--- config.mk ---
export PLATFORM = sky130hd
export DESIGN_NAME = lcd_com_timing
export DESIGN_NICKNAME = d
export VERILOG_FILES = /design/src/rtl/lcd_ct_pkg.sv /design/src/rtl/lcd_ct_duty_reg.sv /design/src/rtl/lcd_ct_scan_fsm.sv /design/src/rtl/lcd_ct_com_decode.sv /design/src/rtl/lcd_com_timing.sv
export SDC_FILE = /design/constraint.sdc
export NUM_CORES = 1
export LEC_CHECK = 0
export BUFFER_PORTS_ARGS = -buffer_cell sky130_fd_sc_hd__buf_2
export CAP_MARGIN = 20
export CORE_AREA = 2 2 39 41
export DETAILED_ROUTE_END_ITERATION = 10
export DIE_AREA = 0 0 41 43
export PLACE_DENSITY = 0.75
export SYNTH_ARGS = -nofsm -noshare
export SYNTH_HDL_FRONTEND = slang
export SYNTH_SLANG_ARGS = --single-unit
--- constraint.sdc ---
create_clock -name clk -period 2.6 [get_ports clk]
set_input_delay 0.13 -clock clk [delete_from_list [all_inputs] [get_ports clk]]
set_output_delay 0.13 -clock clk [all_outputs]
set_load 0.005 [all_outputs]
--- src/rtl/lcd_ct_pkg.sv ---
package lcd_ct_pkg;

    // Which half of the full scan the row counter is in
    typedef enum logic {
        SCAN_LOWER = 1'b0,
        SCAN_UPPER = 1'b1
    } scan_state_e;

endpackage

--- src/rtl/lcd_ct_duty_reg.sv ---
// Holds the commanded scan length and moves it into effect at frame ends.
module lcd_ct_duty_reg (
    input  logic clk,
    input  logic rst_n,
    input  logic cmd_wr,
    input  logic cmd_long,
    input  logic frame_end,
    output logic long_applied
);

    logic long_pending;

    always_ff @(posedge clk) begin
        if (!rst_n) begin
            long_pending <= 1'b0;
        end else if (cmd_wr) begin
            long_pending <= cmd_long;
        end
    end

    // A command written in the boundary cycle itself waits for the next one
    always_ff @(posedge clk) begin
        if (!rst_n) begin
            long_applied <= 1'b0;
        end else if (frame_end) begin
            long_applied <= long_pending;
        end
    end

endmodule

--- src/rtl/lcd_ct_scan_fsm.sv ---
// Row counter split into two halves, frame polarity and slave lock.
module lcd_ct_scan_fsm
    import lcd_ct_pkg::*;
#(
    parameter int ROWS  = 16,
    localparam int SUB_W = $clog2(ROWS)
) (
    input  logic             clk,
    input  logic             rst_n,
    input  logic             tick,
    input  logic             slave,
    input  logic             pol_in,
    input  logic             long_scan,
    output scan_state_e      state,
    output logic [SUB_W-1:0] sub,
    output logic             pol,
    output logic             frame_end
);

    localparam logic [SUB_W-1:0] SUB_LAST = SUB_W'(ROWS - 1);

    scan_state_e      state_nx;
    logic [SUB_W-1:0] sub_nx;
    logic             wrap;
    logic             lock;
    logic             at_last;

    assign at_last = (sub == SUB_LAST);
    assign lock    = slave && (pol_in != pol);

    // Next-state process
    always_comb begin
        state_nx = state;
        sub_nx   = sub;
        wrap     = 1'b0;
        unique case (state)
            SCAN_LOWER: begin
                if (lock) begin
                    state_nx = SCAN_LOWER;
                    sub_nx   = '0;
                end else if (tick && at_last) begin
                    sub_nx = '0;
                    if (long_scan) begin
                        state_nx = SCAN_UPPER;
                    end else begin
                        state_nx = SCAN_LOWER;
                        wrap     = 1'b1;
                    end
                end else if (tick) begin
                    sub_nx = sub + 1'b1;
                end
            end
            SCAN_UPPER: begin
                if (lock) begin
                    state_nx = SCAN_LOWER;
                    sub_nx   = '0;
                end else if (tick && at_last) begin
                    state_nx = SCAN_LOWER;
                    sub_nx   = '0;
                    wrap     = 1'b1;
                end else if (tick) begin
                    sub_nx = sub + 1'b1;
                end
            end
            default: begin
                state_nx = SCAN_LOWER;
                sub_nx   = '0;
            end
        endcase
    end

    // State register process
    always_ff @(posedge clk) begin
        if (!rst_n) begin
            state <= SCAN_LOWER;
            sub   <= '0;
        end else begin
            state <= state_nx;
            sub   <= sub_nx;
        end
    end

    // Polarity: generated by a master, captured from the input by a slave
    always_ff @(posedge clk) begin
        if (!rst_n) begin
            pol <= 1'b0;
        end else if (slave) begin
            pol <= pol_in;
        end else if (wrap) begin
            pol <= ~pol;
        end
    end

    assign frame_end = wrap || lock;

endmodule

--- src/rtl/lcd_ct_com_decode.sv ---
// Turns the row within a half into this chip's one-hot common drive.
module lcd_ct_com_decode
    import lcd_ct_pkg::*;
#(
    parameter int ROWS  = 16,
    localparam int SUB_W = $clog2(ROWS)
) (
    input  scan_state_e      state,
    input  logic [SUB_W-1:0] sub,
    input  logic             slave,
    output logic [ROWS-1:0]  com
);

    logic own_half;

    // Master owns the lower half, slave the upper half
    assign own_half = slave ? (state == SCAN_UPPER) : (state == SCAN_LOWER);

    for (genvar g = 0; g < ROWS; g++) begin : g_com
        assign com[g] = own_half && (sub == SUB_W'(g));
    end

endmodule

--- src/rtl/lcd_com_timing.sv ---
module lcd_com_timing
    import lcd_ct_pkg::*;
#(
    parameter int ROWS  = 16,
    localparam int SUB_W = $clog2(ROWS),
    localparam int LW    = SUB_W + 1
) (
    input  logic            clk,
    input  logic            rst_n,
    input  logic            line_tick,
    input  logic            duty_wr,
    input  logic            duty_sel,
    input  logic            is_slave,
    input  logic            frame_in,
    output logic            frame_out,
    output logic [ROWS-1:0] com_active,
    output logic [LW-1:0]   line_idx,
    output logic            duty32_now
);

    scan_state_e      state;
    logic [SUB_W-1:0] sub;
    logic             frame_end;

    lcd_ct_duty_reg u_duty (
        .clk          (clk),
        .rst_n        (rst_n),
        .cmd_wr       (duty_wr),
        .cmd_long     (duty_sel),
        .frame_end    (frame_end),
        .long_applied (duty32_now)
    );

    lcd_ct_scan_fsm #(.ROWS(ROWS)) u_fsm (
        .clk       (clk),
        .rst_n     (rst_n),
        .tick      (line_tick),
        .slave     (is_slave),
        .pol_in    (frame_in),
        .long_scan (duty32_now),
        .state     (state),
        .sub       (sub),
        .pol       (frame_out),
        .frame_end (frame_end)
    );

    lcd_ct_com_decode #(.ROWS(ROWS)) u_dec (
        .state (state),
        .sub   (sub),
        .slave (is_slave),
        .com   (com_active)
    );

    assign line_idx = {(state == SCAN_UPPER), sub};

endmodule

### Word level (Yosys, flattened, before mapping)

Index checks and enable logic that the tools add are counted.

| cells by class | value |
|---|---|
| add/subtract/negate cells | 1 |
| multipliers | 0 |
| divide/modulo/power cells | 0 |
| magnitude comparators | 0 |
| eq/ne operators | 16 |
| shift-type cells | 0 |
| multiplexer cells | 18 |
| bitwise gates (word level) | 2 |
| reductions and logical operators | 22 |

Operators by type and width:

| kind | number |
|---|---|
| == test 4 bit (second input constant) | 8 |
| logical AND 1 bit | 18 |
| == test 4 x 3 -> 1 bit (second input constant) | 4 |
| two-way mux 1 bit | 13 |
| two-way mux 4 bit | 3 |
| == test 4 x 2 -> 1 bit (second input constant) | 2 |
| adder 4 x 1 -> 4 bit (second input constant) | 1 |
| == test 4 x 1 -> 1 bit (second input constant) | 1 |
| logical NOT 4 bit | 1 |
| case mux 1 bit (2 select lines) | 2 |
| nonzero test 3 bit | 1 |
| inverter 1 bit | 2 |
| nonzero test 2 bit | 1 |
| logical OR 1 bit | 1 |
| inequality test 1 bit | 1 |

| storage, ports and cells | value |
|---|---|
| register bits | 8 |
| bits in latches | 0 |
| memory bits (writable) | 0 |
| memory bits (read-only) | 0 |
| input bits | 7 |
| word-level logic and storage cells | 64 |
| memories | 0 |

### Longest topological paths before layout

| logic depth | value |
|---|---|
| depth in word-level cells | 7 |
| gate-level depth with buffers | 4 |
| depth with buffers taken out | 4 |

### Modules after synthesis

A second synthesis with hierarchy kept.

| unflattened totals | value |
|---|---|
| cells, all modules | 62 |
| area total of the unflattened synthesis | 520.5 um^2 |

Modules (own cells, without submodules):

| module | instances | cells an instance | area an instance (um^2) |
|---|---|---|---|
| lcd_ct_scan_fsm | 1 | 30 | 289.0 |
| lcd_ct_com_decode | 1 | 25 | 151.4 |
| lcd_ct_duty_reg | 1 | 6 | 72.6 |
| lcd_com_timing | 1 | 1 | 7.5 |

### Least setup slack after synthesis

OpenSTA, ideal clock, no wires.

| path | value |
|---|---|
| path type | register to register |
| start point | reg u_fsm.sub[0] |
| end point | reg u_fsm.pol |
| arrival | 1.268 ns |
| required time | 2.526 ns |
| slack | 1.257 ns |
| stages on the path, launching flop included | 5 |
| buffers on the path | 0 |
| cell sequence | dfxtp_1 > ha_1 > nand4_2 > or3_1 > a31oi_1 |

| on the way | value |
|---|---|
| cells in the longest elaborated chain, start to end | 6 |

RTL lines:

| element | line | source |
|---|---|---|
| start: declaration | lcd_ct_scan_fsm.sv:15 | `output logic [SUB_W-1:0] sub,` |
| start signal: assignment | lcd_ct_scan_fsm.sv:79 | `sub <= sub_nx;` |
| == test 4 bit (*) | lcd_ct_scan_fsm.sv:28 | `assign at_last = (sub == SUB_LAST);` |
| logical AND 1 bit (*) | lcd_ct_scan_fsm.sv:41, lcd_ct_scan_fsm.sv:57 |  |
| two-way mux 1 bit, on equally long branches | lcd_ct_scan_fsm.sv:57, lcd_ct_scan_fsm.sv:41 |  |
| two-way mux 1 bit, on equally long branches | lcd_ct_scan_fsm.sv:54, lcd_ct_scan_fsm.sv:38 |  |
| case mux 1 bit (2 select lines) (*) | lcd_ct_scan_fsm.sv:36 | `unique case (state)` |
| nonzero test 2 bit (no source line) (*) | n/a |  |
| end signal: assignment | lcd_ct_scan_fsm.sv:88 | `pol <= pol_in;` |
| end signal: assignment | lcd_ct_scan_fsm.sv:90 | `pol <= ~pol;` |
| end: declaration | lcd_ct_scan_fsm.sv:16 | `output logic pol,` |

Mark *: on every way between the ends. The rest lies on a longest branch, timed or not.
A chain may end at the register's enable or synchronous reset.

### Worst setup path in the final report

| path | value |
|---|---|
| start point | reg u_fsm.sub[0] |
| end point | out com_active[3] |

| on the way | value |
|---|---|
| cells in the longest elaborated chain, start to end | 2 |

RTL lines:

| element | line | source |
|---|---|---|
| == test 4 x 2 -> 1 bit | lcd_ct_com_decode.sv:20 | `assign com[g] = own_half && (sub == SUB_W'(g));` |
| logical AND 1 bit | lcd_ct_com_decode.sv:20 |  |
| end: declaration | lcd_com_timing.sv:16 | `output logic [ROWS-1:0] com_active,` |

No other way between the ends.

==> impl_metrics.csv <==
group,metric,value,unit
power_and_ir_drop,power.share.switching,0.245,
yosys,yosys.area_share.adder,0.0909,
die,start_util,0.398,
clock_tree,cts-hold-fix-buffers,0,
hold_path,holdCritPathClass,"input pin to flop",
route,drtPass1Iterations,4,
clock_tree,clk_transition_reported_paths,0.05,ns
clock_tree,clock-sinks,8,
power_and_ir_drop,peakVddDrop,0.000199,V
final_layout,area_delta_synth_final,28.9,%
die,top_level_ports,30,
die,die_width,41,µm
placement,detailed_placement_wirelength_estimate,929,µm
timing,timing.final.hold_violations,0,
die,floorplan.die.height,43,µm
yosys,yosysWarningCount,0,
grt,antenna_found_initial,0,
yosys,synth_top_family_by_area,"simple AND/OR/NAND/NOR gates",
yosys,ys_types,25,
critical_path,rr_endpoint,"u_fsm.pol",
die,core.rowCount,14,
power_and_ir_drop,seq_power_share,0.508,
timing,worst_pin_slew,0.431,ns
clock_tree,cts_inserted_buffers,3,
clock_tree,clock-root-buffer,"clkbuf_4",
critical_path,cp_data_arrival_time,1.38,ns
yosys,postSynthNetCount,85,
yosys,ys_seq_area_frac,0.291,
critical_path,type_of_element_capturing_the_critical_path,"output port",
timing,fin_crit,1.51,ns
critical_path,crit_path_start,"u_fsm.sub[0]",
yosys,yosys.area_share.xor_xnor,0.0636,
clock_tree,worst_skew_pair.late_latency,0.24,ns
placement,io_buffers,29,
placement,post_dp_cell_area,687,µm²
critical_path,crit-reg2reg-launch,"u_fsm.sub[0]",
timing,final_min_period_over_clock_period,0.582,
final_layout,finish.instance_area,709,µm²
placement,finalWeightedCongestion,0.742,
clock_tree,clock_path_buffers,2,
grt,grt_start_max_net_pins,14,
clock_tree,tritoncts_clock_tree,"yes",
route,ant_nets,0,
critical_path,crit_path_start_kind,"flop",
critical_path,critical_path.max_fanout,7,
critical_path,critical_path_required,2.47,ns
job,maxCapViolations,0,
power_and_ir_drop,power_per_cell_area,373,mW/mm²
route,initialDrtViolationCount,7,
critical_path,r2r_setup_slack,1.15,ns
timing,achievable-frequency,661,MHz
clock_tree,postCtsSetupBuffers,0,
route,wire_per_inst,9.62,µm
yosys,netlist_instances,74,
timing,slew_violations,0,
final_layout,drive_gt1_frac,0.333,
final_layout,nets,115,
grt,grt_use_total,0.147,
timing,final-setup-viol-count,0,
critical_path,crit_path_end,"com_active[3]",
timing,rsz0062_at_grt,"no",
grt,grt_overflow,0,
die,die-area,0.00176,mm²
clock_tree,total_of_cells_resized_after_clock_tree_synthesis,0,
yosys,fraction_of_the_mapped_netlist_area_in_simple_logic_gates,0.332,
critical_path,ff2ff_path_depth,4,
timing,slew_hr,0.711,
yosys,synth.area.mux_share,0.0364,
power_and_ir_drop,combinationalPowerShare,0.159,
route,routed_via_density,4.84,
timing,timing.clock.skew,0.000467,ns
status,status,"finished clean",
route,detailroute.via_count,571,
route,wl,1.14,mm
final_layout,diodes,0,
timing,totalNegativeSetupSlack,0,ns
critical_path,critical_path_class,"flop to output port",
power_and_ir_drop,clkPwrFrac,0.334,
grt,grt_pass1_wl,1.82,mm
clock_tree,htreeDepth,1,
power_and_ir_drop,power.leakage,0.351,nW
power_and_ir_drop,switching_power,0.0648,mW
yosys,synth_compound_gate_area_share,0.107,
grt,number_of_global_route_vias_before_repair,444,
route,drc,0,
yosys,syn_avg_cell_area,7.44,µm²
die,placeableCoreArea,0.00138,mm²
yosys,postSynthRegisterBits,8,
yosys,synth_cell_area,551,µm²
final_layout,fillerInstances,139,
power_and_ir_drop,internal_power,0.200,mW
power_and_ir_drop,power,0.265,mW
## flip-flops by register name, summed over array words and instances (netlist names)
| register | cells |
|---|---|
| u_fsm.sub | 4 |
| u_fsm.state | 1 |
| u_duty.long_applied | 1 |
| u_duty.long_pending | 1 |
| u_fsm.pol | 1 |
## worst min-delay path by stage
stage / from / cells after the start / endpoint / slack (ns)
global placement: rst_n / 2 / u_duty.long_pending / 0.38
finish: rst_n / 2 / u_duty.long_pending / 0.13
detailed placement: rst_n / 2 / u_duty.long_pending / 0.40
global route: rst_n / 2 / u_duty.long_pending / 0.14
floorplan: rst_n / 1 / u_duty.long_pending / 0.26
CTS: rst_n / 2 / u_duty.long_pending / 0.13
## routing by layer
| metal | GRT usage | wire length [µm] | vias up |
|---|---|---|---|
| met5 | 0 | 0 | - |
| met4 | 0.0800 | 27 | 0 |
| met3 | 0.0157 | 116 | 5 |
| met2 | 0.219 | 483 | 30 |
| met1 | 0.199 | 508 | 231 |
| li1 | - | - | 305 |
## placed cells by master, fill, tap and decap left out, drive strengths merged
cell     count
buf         29
nor2        14
nand2        8
dfxtp        8
nor3         7
o21ai        5
inv          4
ha           4
xnor2        3
clkbuf       3
nand2b       2
nor2b        2
mux2i        2
a21oi        2
nand4        1
or3          1
a31oi        1
and2         1
o2bb2ai      1
xor2         1
and4         1
a41oi        1
nand3        1
## worst max-delay path: stages (launching register included)
cell and delay (ns):
dfxtp_1 0.45, ha_1 0.28, nand2_1 0.13, nor3_1 0.14
buf_2 0.14
## power groups by stage
stage | sequential, mW | combinational [mW] | clock [mW]
after floorplan | 0.136 | 0.0272 | 0
after global placement | 0.136 | 0.0420 | 0
after detailed placement | 0.137 | 0.0426 | 0
after CTS | 0.134 | 0.0427 | 0.0927
after global routing | 0.135 | 0.0487 | 0.101
final | 0.134 | 0.0420 | 0.0882
## metrics by stage
step                      utilization  std cells  setup WS, ns  hold slack [ns]
after floorplan                     -         74          1.26            0.258
after global placement          0.496        115          1.22            0.378
after CTS                       0.513        118          1.07            0.132
after global routing            0.513        118         0.930            0.144
final                           0.513        118          1.09            0.132
after detailed placement        0.496        115          1.15            0.399
## synth_stat cells, drive strengths merged
cell type	count	area (µm²)
mux2i	2	20.0
and4	1	10.0
dfxtp	8	160
and2	1	6.26
nor3	7	35.0
a31oi	1	6.26
xor2	1	8.76
xnor2	3	26.3
o2bb2ai	1	8.76
nand2	8	30.0
nand3	1	5.00
or3	1	6.26
o21ai	5	25.0
nor2b	2	12.5
nand2b	2	12.5
buf	4	28.8
ha	4	50.1
nand4	1	12.5
inv	4	15.0
a21oi	2	10.0
a41oi	1	8.76
nor2	14	52.6
## cell families (layout without fill, tap and decap cells)
group           Yosys count  in the layout
flops                     8              8
buf+inv                   8             36
compound gates           10             10
fa+ha+maj                 4              4
mux                       2              2
xor+xnor                  4              4
simple gates             38             38
## layout make-up
class / count / area, µm² / area share
multi-input combinational: 58 / 347 / 0.489
tap: 16 / 20.0 / 0.0282
inverter: 4 / 15.0 / 0.0212
clock buffer: 3 / 22.5 / 0.0317
sequential: 8 / 160 / 0.226
timing repair buffer: 29 / 145 / 0.205
No activity file was read; power rests on OpenSTA's default activity.
